[src/rtl/ovs_pkg.sv]
package ovs_pkg;

    // Transfer sequencing states
    typedef enum logic [1:0] {
        ST_IDLE  = 2'd0,
        ST_ARMED = 2'd1,
        ST_SHIFT = 2'd2
    } ovs_state_e;

endpackage

[src/rtl/ovs_sync.sv]
// Multi-stage synchroniser for a bundle of asynchronous inputs.
module ovs_sync #(
    parameter int          WIDTH     = 3,
    parameter int          STAGES    = 2,
    parameter logic [WIDTH-1:0] RESET_VAL = '0
) (
    input  logic             clk,
    input  logic             rst_n,
    input  logic [WIDTH-1:0] d_async,
    output logic [WIDTH-1:0] q_sync
);

    logic [STAGES-1:0][WIDTH-1:0] stage_q;

    for (genvar g = 0; g < STAGES; g++) begin : g_stage
        if (g == 0) begin : g_first
            always_ff @(posedge clk or negedge rst_n) begin
                if (!rst_n) stage_q[g] <= RESET_VAL;
                else        stage_q[g] <= d_async;
            end
        end else begin : g_next
            always_ff @(posedge clk or negedge rst_n) begin
                if (!rst_n) stage_q[g] <= RESET_VAL;
                else        stage_q[g] <= stage_q[g-1];
            end
        end
    end

    assign q_sync = stage_q[STAGES-1];

endmodule

[src/rtl/ovs_edge.sv]
// Turns level changes of a synchronised signal into one-cycle events.
module ovs_edge (
    input  logic clk,
    input  logic rst_n,
    input  logic level_i,
    output logic rise_o,
    output logic fall_o
);

    logic prev_q;

    always_ff @(posedge clk or negedge rst_n) begin
        if (!rst_n) prev_q <= 1'b0;
        else        prev_q <= level_i;
    end

    assign rise_o = level_i & ~prev_q;
    assign fall_o = ~level_i & prev_q;

endmodule

[src/rtl/ovs_tx_shift.sv]
// Send path: parallel load, boundary reload and MSB-first serial shift.
module ovs_tx_shift #(
    parameter int WORD_W = 16
) (
    input  logic              clk,
    input  logic              rst_n,
    input  logic              clear_i,
    input  logic              load_i,
    input  logic              reload_i,
    input  logic              shift_i,
    input  logic [WORD_W-1:0] word_i,
    output logic              bit_o
);

    logic [WORD_W-1:0] sh_q;
    logic              bit_q;

    always_ff @(posedge clk or negedge rst_n) begin
        if (!rst_n) begin
            sh_q  <= '0;
            bit_q <= 1'b0;
        end else if (clear_i) begin
            sh_q  <= '0;
            bit_q <= 1'b0;
        end else if (load_i) begin
            // top bit goes straight to the pin, the rest waits
            bit_q <= word_i[WORD_W-1];
            sh_q  <= {word_i[WORD_W-2:0], 1'b0};
        end else if (reload_i) begin
            // word boundary: next rising edge launches the full new word
            sh_q  <= word_i;
        end else if (shift_i) begin
            bit_q <= sh_q[WORD_W-1];
            sh_q  <= {sh_q[WORD_W-2:0], 1'b0};
        end
    end

    assign bit_o = bit_q;

endmodule

[src/rtl/ovs_rx_shift.sv]
// Receive path: bit counter, serial-to-parallel shift and word strobe.
module ovs_rx_shift #(
    parameter int WORD_W = 16
) (
    input  logic              clk,
    input  logic              rst_n,
    input  logic              clear_i,
    input  logic              sample_i,
    input  logic              bit_i,
    output logic              word_end_o,
    output logic [WORD_W-1:0] word_o,
    output logic              valid_o
);

    localparam int CNT_W = $clog2(WORD_W);
    localparam logic [CNT_W-1:0] LAST_IDX = CNT_W'(WORD_W - 1);

    logic [CNT_W-1:0]  cnt_q;
    logic [WORD_W-2:0] sh_q;
    logic [WORD_W-1:0] word_q;
    logic              valid_q;
    logic              last_bit;

    assign last_bit   = (cnt_q == LAST_IDX);
    assign word_end_o = sample_i & last_bit;

    always_ff @(posedge clk or negedge rst_n) begin
        if (!rst_n) begin
            cnt_q   <= '0;
            sh_q    <= '0;
            word_q  <= '0;
            valid_q <= 1'b0;
        end else begin
            valid_q <= 1'b0;
            if (clear_i) begin
                cnt_q <= '0;
                sh_q  <= '0;
            end else if (sample_i) begin
                sh_q <= {sh_q[WORD_W-3:0], bit_i};
                if (last_bit) begin
                    cnt_q   <= '0;
                    word_q  <= {sh_q, bit_i};
                    valid_q <= 1'b1;
                end else begin
                    cnt_q <= cnt_q + 1'b1;
                end
            end
        end
    end

    assign word_o  = word_q;
    assign valid_o = valid_q;

endmodule

[src/rtl/ovs_spi_slave.sv]
// Serial bus slave that oversamples its bit clock with the system clock.
module ovs_spi_slave
    import ovs_pkg::*;
#(
    parameter int WORD_W      = 16,
    parameter int SYNC_STAGES = 2
) (
    input  logic              clk,
    input  logic              rst_n,
    input  logic              sclk_in,
    input  logic              mosi_in,
    input  logic              csn_in,
    input  logic [WORD_W-1:0] tx_word,
    output logic              miso_out,
    output logic [WORD_W-1:0] rx_word,
    output logic              rx_valid
);

    localparam int PIN_W = 3;
    localparam logic [PIN_W-1:0] PIN_RST = 3'b100; // select idles inactive

    logic [PIN_W-1:0] pins_s;
    logic             sclk_s;
    logic             mosi_s;
    logic             csn_s;
    logic             rise_evt;
    logic             fall_evt;
    logic             word_end;

    ovs_state_e state_q;
    ovs_state_e state_d;

    logic tx_clear, tx_load, tx_reload, tx_shift;
    logic rx_clear, rx_sample;

    // all three pins share one synchroniser depth, keeping data aligned to clock
    ovs_sync #(
        .WIDTH     (PIN_W),
        .STAGES    (SYNC_STAGES),
        .RESET_VAL (PIN_RST)
    ) u_sync (
        .clk     (clk),
        .rst_n   (rst_n),
        .d_async ({csn_in, mosi_in, sclk_in}),
        .q_sync  (pins_s)
    );

    assign sclk_s = pins_s[0];
    assign mosi_s = pins_s[1];
    assign csn_s  = pins_s[2];

    ovs_edge u_edge (
        .clk     (clk),
        .rst_n   (rst_n),
        .level_i (sclk_s),
        .rise_o  (rise_evt),
        .fall_o  (fall_evt)
    );

    // state register
    always_ff @(posedge clk or negedge rst_n) begin
        if (!rst_n) state_q <= ST_IDLE;
        else        state_q <= state_d;
    end

    // next state
    always_comb begin
        state_d = state_q;
        unique case (state_q)
            ST_IDLE: begin
                if (!csn_s) state_d = ST_ARMED;                 // select_seen
            end
            ST_ARMED: begin
                if (csn_s)                      state_d = ST_IDLE;  // deselect
                else if (rise_evt || fall_evt)  state_d = ST_SHIFT; // first_edge
            end
            ST_SHIFT: begin
                if (csn_s) state_d = ST_IDLE;                   // deselect
            end
            default: state_d = ST_IDLE;
        endcase
    end

    // output decode
    always_comb begin
        tx_clear  = 1'b0;
        tx_load   = 1'b0;
        tx_reload = 1'b0;
        tx_shift  = 1'b0;
        rx_clear  = 1'b0;
        rx_sample = 1'b0;
        unique case (state_q)
            ST_IDLE: begin
                tx_clear = csn_s;
                rx_clear = 1'b1;
                tx_load  = !csn_s;
            end
            ST_ARMED: begin
                tx_clear  = csn_s;
                rx_clear  = csn_s;
                rx_sample = !csn_s && fall_evt;
                tx_reload = word_end;
            end
            ST_SHIFT: begin
                tx_clear  = csn_s;
                rx_clear  = csn_s;
                rx_sample = !csn_s && fall_evt;
                tx_reload = word_end;
                tx_shift  = !csn_s && rise_evt;
            end
            default: begin
                tx_clear = 1'b1;
                rx_clear = 1'b1;
            end
        endcase
    end

    ovs_tx_shift #(
        .WORD_W (WORD_W)
    ) u_tx (
        .clk      (clk),
        .rst_n    (rst_n),
        .clear_i  (tx_clear),
        .load_i   (tx_load),
        .reload_i (tx_reload),
        .shift_i  (tx_shift),
        .word_i   (tx_word),
        .bit_o    (miso_out)
    );

    ovs_rx_shift #(
        .WORD_W (WORD_W)
    ) u_rx (
        .clk        (clk),
        .rst_n      (rst_n),
        .clear_i    (rx_clear),
        .sample_i   (rx_sample),
        .bit_i      (mosi_s),
        .word_end_o (word_end),
        .word_o     (rx_word),
        .valid_o    (rx_valid)
    );

endmodule

[config.mk]
export PLATFORM = sky130hd
export DESIGN_NAME = ovs_spi_slave
export DESIGN_NICKNAME = d
export VERILOG_FILES = /design/src/rtl/ovs_pkg.sv /design/src/rtl/ovs_sync.sv /design/src/rtl/ovs_edge.sv /design/src/rtl/ovs_tx_shift.sv /design/src/rtl/ovs_rx_shift.sv /design/src/rtl/ovs_spi_slave.sv
export SDC_FILE = /design/constraint.sdc
export NUM_CORES = 1
export LEC_CHECK = 0
export BUFFER_PORTS_ARGS = -buffer_cell sky130_fd_sc_hd__buf_2
export CAP_MARGIN = 25
export CORE_UTILIZATION = 57
export DETAILED_ROUTE_END_ITERATION = 10
export MAX_ROUTING_LAYER = met4
export PLACE_DENSITY = 0.79
export SKIP_LAST_GASP = 1
export SYNTH_ARGS = -nofsm -noshare
export SYNTH_HDL_FRONTEND = slang
export SYNTH_SLANG_ARGS = --single-unit
[constraint.sdc]
create_clock -name clk -period 2.54 [get_ports clk]
set_clock_uncertainty 0.05 [all_clocks]
set_input_delay 0.127 -clock clk [delete_from_list [all_inputs] [get_ports clk]]
set_output_delay 0.127 -clock clk [all_outputs]
set_load 0.05 [all_outputs]
==> Word level (Yosys, flattened, before mapping) <==
Index checks and enable logic that the tools add are counted.
{ "word_totals": {"reg_bits": 62, "mem_bits_ro": 0, "output_inout_bits": 18, "word_cells": 64, "mem_bits_rw": 0, "latch_bits": 0, "in_bits": 21, "mem_count": 0} }
{ "op_classes": {"order_cmp": 0, "n_reduce_logical": 13, "n_eq_ne": 7, "add_sub_neg": 1, "n_shift": 0, "bitwise": 6, "multipliers": 0, "n_div": 0, "muxes": 27} }
{ "op_table": {"columns": ["operator", "n"], "rows": [
  ["16-bit 2-to-1 mux", 4],
  ["15-bit 2-to-1 mux", 2],
  ["1-bit 2-to-1 mux", 13],
  ["4-bit 2-to-1 mux", 3],
  ["2-bit 2-to-1 mux", 4],
  ["2-bit one-hot mux with 3 select lines", 1],
  ["3-bit AND reduction", 2],
  ["4-bit by 1-bit adder with 4-bit output (second input constant)", 1],
  ["4-bit equality test (second input constant)", 1],
  ["4-bit nonzero test", 1],
  ["1-bit AND", 3],
  ["3-bit by 2-bit inequality test with 1-bit output (second input constant)", 1],
  ["3-bit inequality test (second input constant)", 1],
  ["1-bit inverter", 3],
  ["3-bit nonzero test", 1],
  ["3-bit OR reduction", 1],
  ["2-bit by 1-bit equality test with 1-bit output (second input constant)", 1],
  ["2-bit equality test (second input constant)", 1],
  ["1-bit logical AND", 2],
  ["2-bit logical NOT", 1],
  ["2-bit by 1-bit inequality test with 1-bit output (second input constant)", 1],
  ["2-bit inequality test (second input constant)", 1],
  ["2-bit AND reduction", 1],
  ["2-bit nonzero test", 1],
  ["3 further kinds", 3]
]} }

==> Depth between registers and ports, before layout <==
Gate-level depths: netlist (run 1).
{ "logic_depth": {"word_depth": 9, "mapped_depth": 10} }

==> Cells and area by module <==
From an unflattened synthesis (run 1), not the netlist that was laid out.
{ "unflattened": {"hier_cells": 223, "hier_area_um2": 2881.5} }
{ "modules_own_cells": {"columns": ["module", "n_inst", "seq_area_each_um2", "cells_per_inst", "area_each_um2"], "rows": [
  ["ovs_rx_shift", 1, 900.9, 106, 1480.2],
  ["ovs_tx_shift", 1, 425.4, 81, 954.7],
  ["ovs_spi_slave", 1, 50.0, 24, 231.5],
  ["ovs_sync", 1, 152.6, 9, 175.2],
  ["ovs_edge", 1, 25.0, 3, 40.0]
]} }

==> Worst setup path after synthesis (run 1) <==
No wires, ideal clock.
{ "synth_timing": {"kind": "reg2reg", "startpoint": "register state_q[0]", "endpoint": "register u_tx.sh_q[10]", "required_ns": 2.363, "n_path_buf": 2, "slack_ns": 0.409, "synth_period_minus_slack_ns": 2.131, "arrival_time_ns": 1.955, "stages_incl_launch_ff": 9, "setup_ns": 0.127, "cell_sequence": "dfrtp_1 -> inv_1 -> ha_1 -> or3_1 -> a221oi_4 -> or3_1 -> buf_4 -> buf_8 -> o31ai_4"} }
{ "synth_via": {"elab_chain_cells": 8} }
{ "synth_rtl": {"columns": ["element", "line_no", "source"], "rows": [
  ["start: declaration", "ovs_spi_slave.sv:30", "ovs_state_e state_q;"],
  ["start signal: assignment", "ovs_spi_slave.sv:63", "else state_q <= state_d;"],
  ["2-bit equality test or 2-bit by 1-bit equality test with 1-bit output (tied branches)", "ovs_spi_slave.sv:92", "unique case (state_q)"],
  ["2-bit OR reduction (no line)", null, null],
  ["1-bit 2-to-1 mux", null, null],
  ["1-bit AND", "ovs_rx_shift.sv:25", "assign word_end_o = sample_i & last_bit;"],
  ["1-bit 2-to-1 mux", "ovs_spi_slave.sv:92", null],
  ["16-bit 2-to-1 mux", "ovs_tx_shift.sv:29", "end else if (reload_i) begin"],
  ["16-bit 2-to-1 mux", "ovs_tx_shift.sv:25", "end else if (load_i) begin"],
  ["16-bit 2-to-1 mux", "ovs_tx_shift.sv:22", "end else if (clear_i) begin"],
  ["end signal: assignment", "ovs_tx_shift.sv:28", "sh_q <= {word_i[WORD_W-2:0], 1'b0};"],
  ["end signal: assignment", "ovs_tx_shift.sv:31", "sh_q <= word_i;"],
  ["end signal: assignment", "ovs_tx_shift.sv:34", "sh_q <= {sh_q[WORD_W-2:0], 1'b0};"],
  ["end: declaration", "ovs_tx_shift.sv:15", "logic [WORD_W-1:0] sh_q;"]
]} }
Parallel ways exist; a longest one is shown, timed or not.
A chain may end at the register's enable or synchronous reset.

==> Final worst setup path (run 1) <==
{ "layout_timing": {"startpoint": "register state_q[0]", "endpoint": "register u_tx.sh_q[3]"} }
Same word-level chain as after synthesis.

==> results.txt, run 1 <==
The switching part of the total power came out at 34.7%. Counting I/O delays and the setup requirement, the final critical path takes 2210 ps. The largest net degree at the start of global routing was 25. The final layout contains 323 nets. The routability congestion estimate from global placement is 0.769. In this run the vertical extent of the chip is 74.1 um.

The netlist uses 36 different library cells. Tracing the worst setup path back leads to its startpoint at state_q[0]$_DFFE_PN0P_. In this run, synthesis produced a sequential element count of 62.

In this run, CTS created clock tree buffers numbering 9. After floorplanning, the core was divided into 25 placement rows. The number of cells on the worst reg-to-reg path is 7. For the pin with the worst max-slew slack, the measured transition is 733 ps. The tools report the max-slew violation total from the final report as 0. Power spread over the standard cell area amounts to 832 mW/mm^2. The count of nets left with antenna violations once routing finished came out at 0.

The startpoint of the worst register-to-register path is state_q[0]$_DFFE_PN0P_. Across all layers, the routed design uses 2057 vias. For this design the top-level I/O count stands at 39. Global routing consumed, on the met2 layer, 38.7% of the routing resources. End of the worst register-to-register path: u_tx.sh_q[3]$_DFFE_PN0P_. The area growth from synthesis to layout was 15.5%; the number of antenna violations at the first check in global routing was 0. The latest clock arrival within the worst-skew pair was 340 ps.

Sequential cells burn 43.0% of the power. The average wire per cell in the routed design is 15.3 um. Sorting the synthesized cells by area gives the leading types as dfrtp_1 51%, o31ai_4 6.5%, mux2_1 6.1%. After routing, the total negative slack on setup checks comes to 0 ps. Count of final hold-check violations: 0. The worst setup path is captured at a flop. The internal power of the cells is 1.86 mW.

The biggest fanout along the worst timing path works out to 15. Cell class contributing the biggest share of worst-path delay: simple AND/OR/NAND/NOR gates. Clock-pin transition on the worst setup and hold timing paths: 70 ps. The largest individual stage delay along the critical path comes from the cell or3_1. The effective utilization at floorplan was 61.2%; the half-perimeter wire length after placement was 3880 um. The number of antenna repair diodes was 0. Setup repair after global routing left no endpoint under its margin.

Peak per-stage delay on the critical path: 450 ps. The tools report the kind of launch point of the worst setup path as a flop. The share of the clock period used by the worst path is 87.0%, and the fraction of the yosys area taken by sequential cells is 52.4%. Switching power: 989 uW. The mean cell area of the mapped netlist came out at 12.0 sq um. Synthesis handed over a netlist of 248 instances. The number of gates on the worst path with buffers counted is 7. In the synthesized netlist the async set-or-reset flop fraction comes to 100%. The overall overflow remaining after global route is 0, and the number of warnings printed during yosys synthesis is 0. The first TritonRoute pass finished after 4 iterations.

The worst hold margin is 55.8 ps. The cell sitting at the root of the clock tree is a clkbuf_8. Most frequent cell on the critical path: or3_1. Across all register-to-register paths, the minimum setup slack is 330 ps. Die width: 74.1 um.

The share of cells above drive strength 1 came out at 26.1%. The library cell with the largest summed area after synthesis is dfrtp_1. In the synthesized netlist the dominant register cell turns out to be dfrtp_1. The final layout contains routed wiring with a total length of 5580 um. The count of final setup violators is 0, and the area share of the largest cell type after synthesis is 50.6%. For the reported leakage power, the log shows 1.67 nW. The clock tree synthesis step divided the H-tree into 3 levels. The core footprint came out at 0.00485 sq mm. Summing every instance area after synthesis gives 0.00297 sq mm.

The worst-case IR drop observed on VDD is 0.449 mV. The met3 usage was 5.69%; the combinational power share was 31.4%. Based on the critical path, the design can be clocked at up to 452 MHz. For the total routing usage reported by global routing, the log shows 23.6%. The worst pin sits at a relative slew slack of 51.2%. The run gives 62 as the number of sinks handled by clock tree synthesis. The flow ran to the end, and the final reports show no timing, DRC or antenna violations. met2 is the most crowded layer. The critical path in this run is classified as flop to flop.

The total nets after synthesis is 277, and the number of port buffers is 38. At the worst endpoint, the required time is 2700 ps. In the routed design, unresolved DRC markers number 0.

The maximum clock path buffer count was 2. The run gives 2050 as the via count of the first global-routing pass. The tightest min-delay check is of the input port to flop type. The die outline area was 0.00549 sq mm. Yosys instantiated no cell more often than dfrtp_1. The tool flagged a number of max-cap violations equal to 0.

At the worst endpoint, the arrival time is 2370 ps. For this run, global-route usage on met1 was measured as 27.2%. The sum of buffers and inverters on the critical path came out at 2.

The first global-routing pass estimated 9110 um of wire. The worst setup path endpoint was u_tx.sh_q[3]$_DFFE_PN0P_. The number of violations reported at the end of detailed-routing iteration 0 is 171, and the share of total power in the clock network is 25.6%. The number of enable flip-flop cells after synthesis was 0.

TritonCTS built the clock tree. Number of vias per cell: 5.62. The signal on the critical path passes through inv_1 -> ha_1 -> or3_1 -> a221oi_4 -> or3_1 -> buf_4 -> o31ai_1. The commonest cells after synthesis are 60 x dfrtp_1, 33 x nor2_1, 18 x nand2_1.
worst min-delay path by stage:
| stage | startpoint | to | slack, ps | cells after the start |
|---|---|---|---|---|
| 5_1_grt | tx_word[1] | u_tx.sh_q[2]$_DFFE_PN0P_ | 60 | 3 |
| 2_1_floorplan | rst_n | state_q[0]$_DFFE_PN0P_ | -220 | 0 |
| 3_3_place_gp | rst_n | u_tx.sh_q[9]$_DFFE_PN0P_ | 50 | 1 |
| 4_1_cts | tx_word[1] | u_tx.sh_q[2]$_DFFE_PN0P_ | 40 | 3 |
| 3_5_place_dp | rst_n | u_tx.sh_q[8]$_DFFE_PN0P_ | 50 | 1 |
| 6_report | tx_word[1] | u_tx.sh_q[2]$_DFFE_PN0P_ | 60 | 3 |
kinds of logic after synthesis:
| family | share of synthesized area (%) |
|---|---|
| AO/OA/AOI/OAI | 18.6 |
| XOR/XNOR | 0.295 |
| adder cells (fa/ha/maj) | 3.38 |
| buffers and inverters | 4.09 |
| flip-flops | 52.4 |
| multiplexers | 12.6 |
| AND/OR/NAND/NOR | 8.65 |
power by group through the flow:
stage / Sequential (mW) / Combinational (mW) / Clock (mW)
after floorplan: 1.23 / 0.709 / 0
after global placement: 1.23 / 0.862 / 0
after detailed placement: 1.24 / 0.895 / 0
after CTS: 1.23 / 0.907 / 0.751
after global routing: 1.24 / 0.991 / 0.801
final: 1.22 / 0.896 / 0.730
stage by stage:
| stage | area [sq um] | setup WS, ps | utilization, % | power [mW] | instances |
|---|---|---|---|---|---|
| 2_1_floorplan | 2970 | 409 | - | 1.94 | 248 |
| 3_3_place_gp | 3210 | 412 | 66.2 | 2.09 | 345 |
| 3_5_place_dp | 3210 | 332 | 66.2 | 2.13 | 345 |
| 4_1_cts | 3430 | 323 | 70.7 | 2.88 | 366 |
| 5_1_grt | 3430 | 206 | 70.7 | 3.03 | 366 |
| 6_report | 3430 | 329 | 70.7 | 2.85 | 366 |
worst reg2reg max path, stage by stage, from the launching register on:
cell and delay [ps]:
dfrtp_1 400, inv_1 100, ha_1 300, or3_1 450
a221oi_4 200, or3_1 140, buf_4 310, o31ai_1 150
layer usage:
layer	wire length [um]	vias to the layer above	part of all wire, %
met5	0	-	0
met4	97	0	1.7
met3	201	10	3.6
met2	2810	43	50
met1	2480	1032	44
li1	-	972	-
area by class of cell:
type	instances	area (sq um)
clock buffer	12	145
multi-input combinational	163	1290
sequential	62	1550
timing repair buffer	52	308
tap	67	83.8
fill	354	1420
inverter	6	22.5
clock inverter	4	22.5
layout by cell type, fill, tap and decap left out, types with 3 or more instances in the layout:
cell type / instances
clkbuf_8: 10
a21boi_1: 4
o21ai_0: 4
mux2i_1: 17
o31ai_4: 9
o31ai_1: 5
a21oi_1: 3
buf_4: 9
nand2_1: 18
inv_1: 6
a21boi_0: 10
mux2_1: 16
ha_1: 8
buf_2: 38
dfrtp_1: 60
a31oi_1: 16
nor2_1: 33
dlygate4sd3_1: 5
clkinv_2: 3
sequential cells by signal (all words and copies together), names as in the netlist:
name,cells
u_rx.cnt_q,4
u_sync.stage_q,3
u_edge.prev_q,1
u_rx.sh_q,15
u_sync.q_sync,3
u_rx.valid_o,1
state_q,2
u_rx.word_o,16
u_tx.sh_q,16
u_tx.bit_o,1
repair_timing:
action	in CTS	in global routing
buffers inserted	0	0
hold buffers	5	0
hold endpoints to repair	22	0
resized for setup	0	0
No activity file was read; power rests on OpenSTA's default activity.
==> inputs of run 2 (changes only) <==
Settings changed: ABC_AREA set to 1.
==> run 2 against run 1 <==
Effect of this change: sequential power barely moved; count of clock-buffer cells in the layout rose by 1; routed wire length fell by 4.3%; highest routed layer unchanged.
==> results.txt, run 2 <==
The standard-cell row count is 25 (unchanged). Setup TNS: 0 ps (unchanged). The count of cell types in the netlist came out at 26 (was 36).

Worst-case hold path end point: u_tx.sh_q[4]$_DFFE_PN0P_ (was u_tx.sh_q[2]$_DFFE_PN0P_). The run gives 889 uW (was 989 uW) as the switching power. The max-slew violation total from the final report was 0 (unchanged); the average wire per cell in the routed design was 13.2 um (was 15.3 um).

The number of enable flip-flop cells after synthesis is 0 (unchanged). The tools report the final standard cell utilization of the core as 69.4% (was 70.7%). The number of port buffers came out at 38 (unchanged). Commonest non-fill, non-tap cell in the layout: dfrtp_1 (unchanged). The logs give 31 (was 25) for the largest net degree at the start of global routing and 5 (unchanged) for the number of hold-repair buffers added at the cts stage. Most frequent cells in the layout: 60 x dfrtp_1, 56 x nand2_1, 38 x buf_2, 37 x nand3_1, 25 x inv_1 (was 60 x dfrtp_1, 38 x buf_2, 33 x nor2_1, 18 x nand2_1, 17 x mux2i_1).

The tools report the first-pass GRT wire length as 9110 um (about the same). The most used flip-flop cell after synthesis is dfrtp_1 (unchanged). Library cell with the largest summed area after synthesis: dfrtp_1 (unchanged).

Most numerous cell types in the synthesized netlist: 60 x dfrtp_1, 56 x nand2_1, 37 x nand3_1 (was 60 x dfrtp_1, 33 x nor2_1, 18 x nand2_1). The run finished with clean final reports. The TritonCTS buffer count came out at 9 (unchanged). The tools report the total routing usage reported by global routing as 24.4% (was 23.6%). The effective utilization at floorplan was 59.6% (was 61.2%).

Mean cell area of the mapped netlist: 9.87 sq um (was 12.0 sq um). The end of the worst register-to-register path was u_tx.sh_q[13]$_DFFE_PN0P_ (was u_tx.sh_q[3]$_DFFE_PN0P_). The via count of the first global-routing pass came out at 1976 (was 2050). The logs give 62 (unchanged) for the number of sinks handled by clock tree synthesis and 0 (unchanged) for the count of final setup violators.

Number of register bits inferred by synthesis: 62 (unchanged). The element type at the critical path end was a flop (unchanged). The logs give 0 (unchanged) for the count of final hold-check violations and 0 (unchanged) for the number of routed nets with antenna violations. The post-CTS setup buffer count came out at 0 (unchanged). The run gives 504 MHz (was 452 MHz) as the achievable clock frequency.

The number of cells upsized or downsized after cts is 0 (unchanged). The class of the tightest hold or removal check was input port to flop (unchanged). The tools report the internal power of the cells as 1.77 mW (was 1.86 mW). Switching part of the total power: 33.4% (was 34.7%). The biggest fanout along the worst timing path is 30 (was 15), and the power density normalized to cell area is 807 mW/mm^2 (was 832 mW/mm^2). The run gives 316 (was 277) as the total nets after synthesis. The worst-case reg-to-reg path depth was 8 (was 7); the clock-pin transition on the worst setup and hold timing paths was 60 ps (was 70 ps). The run gives 0.00330 sq mm (was 0.00343 sq mm) as the total non-filler cell area in the finished layout. The tools report the reported leakage power as 1.69 nW (was 1.67 nW). The total wirelength of the detailed-routed design came out at 5340 um (was 5580 um). Kind of launch point of the worst setup path: a flop (unchanged). Total number of vias: 2142 (was 2057).

The core footprint was 0.00475 sq mm (was 0.00485 sq mm); the area share of the largest cell type after synthesis was 53.0% (was 50.6%). The final total power was 2.66 mW (was 2.85 mW); the number of vias per cell was 5.29 (was 5.62). The shortest period the worst path allows was 1980 ps (was 2210 ps); the async set-reset flop share out of synthesis was 100% (unchanged). The half-perimeter wire length after placement is 3460 um (was 3880 um), and the y dimension of the die is 72.5 um (was 74.1 um).

The number of primary I/O pins was 39 (unchanged); the hold-critical path depth was 4 (was 3). The count of maximum capacitance violations is 0 (unchanged). Dominant cells by area after synthesis: dfrtp_1 53%, nand2_1 7.4%, nand3_1 6.5% (was dfrtp_1 51%, o31ai_4 6.5%, mux2_1 6.1%). The slew at the pin with the worst max-slew slack is 687 ps (was 733 ps). The tools report the critical path required time as 2720 ps (was 2700 ps). Die outline area: 0.00525 sq mm (was 0.00549 sq mm). The tools report the clock root buffer as clkbuf_8 (unchanged). The relative slew slack was 54.1% (was 51.2%); the routability congestion estimate from global placement was 0.793 (was 0.769). The tools report the hold path startpoint as tx_word[3] (was tx_word[1]).

The number of antenna violations at the first check in global routing is 0 (unchanged). The tools report the proportion of power drawn by flip-flops and latches as 44.8% (was 43.0%). The maximum clock path buffer count is 2 (unchanged), and the fraction of the yosys area taken by sequential cells is 54.9% (was 52.4%). The library cell with the highest instance count after synthesis was dfrtp_1 (unchanged). The setup slack of the most critical reg-to-reg path was 560 ps (was 330 ps); the number of warnings printed during yosys synthesis was 0 (unchanged). TritonCTS built the clock tree.

The total iterations of the first detailed-routing run was 4 (unchanged); the worst hold margin was 68.1 ps (was 55.8 ps). The share of cells above drive strength 1 was 28.1% (was 26.1%); the share of total power in the clock network was 29.0% (was 25.6%). The die width is 72.5 um (was 74.1 um), and the count of unresolved DRC violations after routing is 0 (unchanged).

The share of the clock period used by the worst path was 78.1% (was 87.0%); the synthesized netlist cell count was 287 (was 248). For the H-tree level count, the log shows 3 (unchanged). Start-to-end type of the worst setup path: flop to flop (unchanged). For the data arrival at the endpoint of the critical path, the log shows 2160 ps (was 2370 ps). The area of the mapped netlist was 0.00283 sq mm (was 0.00297 sq mm).

The combinational power share was 26.2% (was 31.4%). The highest ir drop seen on vdd came out at 0.530 mV (was 0.449 mV). The area growth from synthesis to layout is 16.5% (was 15.5%). Total cell area at the placement stage: 0.00307 sq mm (was 0.00321 sq mm). The final net count is 362 (was 323). Setup repair after global routing left no endpoint under its margin. The run gives 0 (unchanged) as the number of antenna repair diodes. The number of violations reported at the end of detailed-routing iteration 0 came out at 158 (was 171).

The tools report the latest clock arrival within the worst-skew pair as 340 ps (about the same). The tools report the overall overflow remaining after global route as 0 (unchanged). The startpoint of the worst register-to-register path was state_q[0]$_DFFE_PN0P_ (unchanged).
==> run 2: cell types whose count changed in the layout (fill, tap and decap cells not counted), moves of 9 or more <==
cell,change
nor2_1,-26
nand2_1,+38
a31oi_1,-16
a21boi_0,-10
o31ai_4,-9
mux2_2,+13
mux2_1,-16
o21ai_0,+18
nand3_1,+36
mux2i_1,-17
or2_2,+15
o22ai_1,+14
inv_1,+19
==> run 2: area by class of cell <==
type	count	area, sq um
Sequential cell	62	1550
Fill cell	384	1460
Multi-Input combinational cell	186	1110
Clock inverter	3	20.0
Inverter	26	97.6
Timing Repair Buffer	48	278
Clock buffer	13	159
Tap cell	67	83.8
==> run 2: metal layers <==
layer | vias up | track usage, % | wire, um
met1 | 1028 | 29.9 | 2380
li1 | 1049 | - | -
met3 | 8 | 8.47 | 281
met2 | 57 | 37.7 | 2590
met4 | 0 | 8.50 | 86
met5 | - | - | 0
==> run 2: worst max path at each step <==
stage | from | endpoint | slack, ps | depth (start not counted)
6_report | state_q[0]$_DFFE_PN0P_ | u_tx.sh_q[13]$_DFFE_PN0P_ | 560 | 8
5_1_grt | state_q[0]$_DFFE_PN0P_ | u_tx.sh_q[13]$_DFFE_PN0P_ | 390 | 8
4_1_cts | state_q[0]$_DFFE_PN0P_ | u_tx.sh_q[13]$_DFFE_PN0P_ | 570 | 8
3_5_place_dp | state_q[0]$_DFFE_PN0P_ | u_rx.word_o[11]$_DFFE_PN0P_ | 570 | 6
3_3_place_gp | state_q[0]$_DFFE_PN0P_ | u_rx.word_o[9]$_DFFE_PN0P_ | 660 | 6
2_1_floorplan | state_q[0]$_DFFE_PN0P_ | u_rx.word_o[10]$_DFFE_PN0P_ | 800 | 6
==> run 2: logic make-up (layout without fill, tap and decap cells) <==
group | after synthesis | after routing | synth area share, %
AND/OR/NAND/NOR | 121 | 121 | 21.3
flip-flops | 62 | 62 | 54.9
adder cells (fa/ha/maj) | 8 | 8 | 3.54
AO/OA/AOI/OAI | 41 | 41 | 8.00
multiplexers | 15 | 15 | 5.97
XOR/XNOR | 1 | 1 | 0.309
buffers and inverters | 39 | 90 | 6.05
==> run 2: power groups by stage <==
stage	Combinational, mW	Clock [mW]	Sequential [mW]
floorplan	0.534	0	1.22
global placement	0.670	0	1.21
detailed placement	0.685	0	1.21
CTS	0.700	0.798	1.19
global route	0.809	0.836	1.21
finish	0.697	0.771	1.19
==> run 2: stage by stage <==
step                      cells  worst slack, ps
after floorplan             287              798
after global placement      384              656
after detailed placement    384              575
after CTS                   405              569
after global routing        405              388
final                       405              557
==> run 2: worst max-delay path: stages, from the launching register on <==
cell	delay, ps
dfrtp_1	400
inv_1	130
ha_1	240
inv_1	90
nor2_1	90
inv_1	300
or2_2	390
nand3_1	100
nand2_1	70
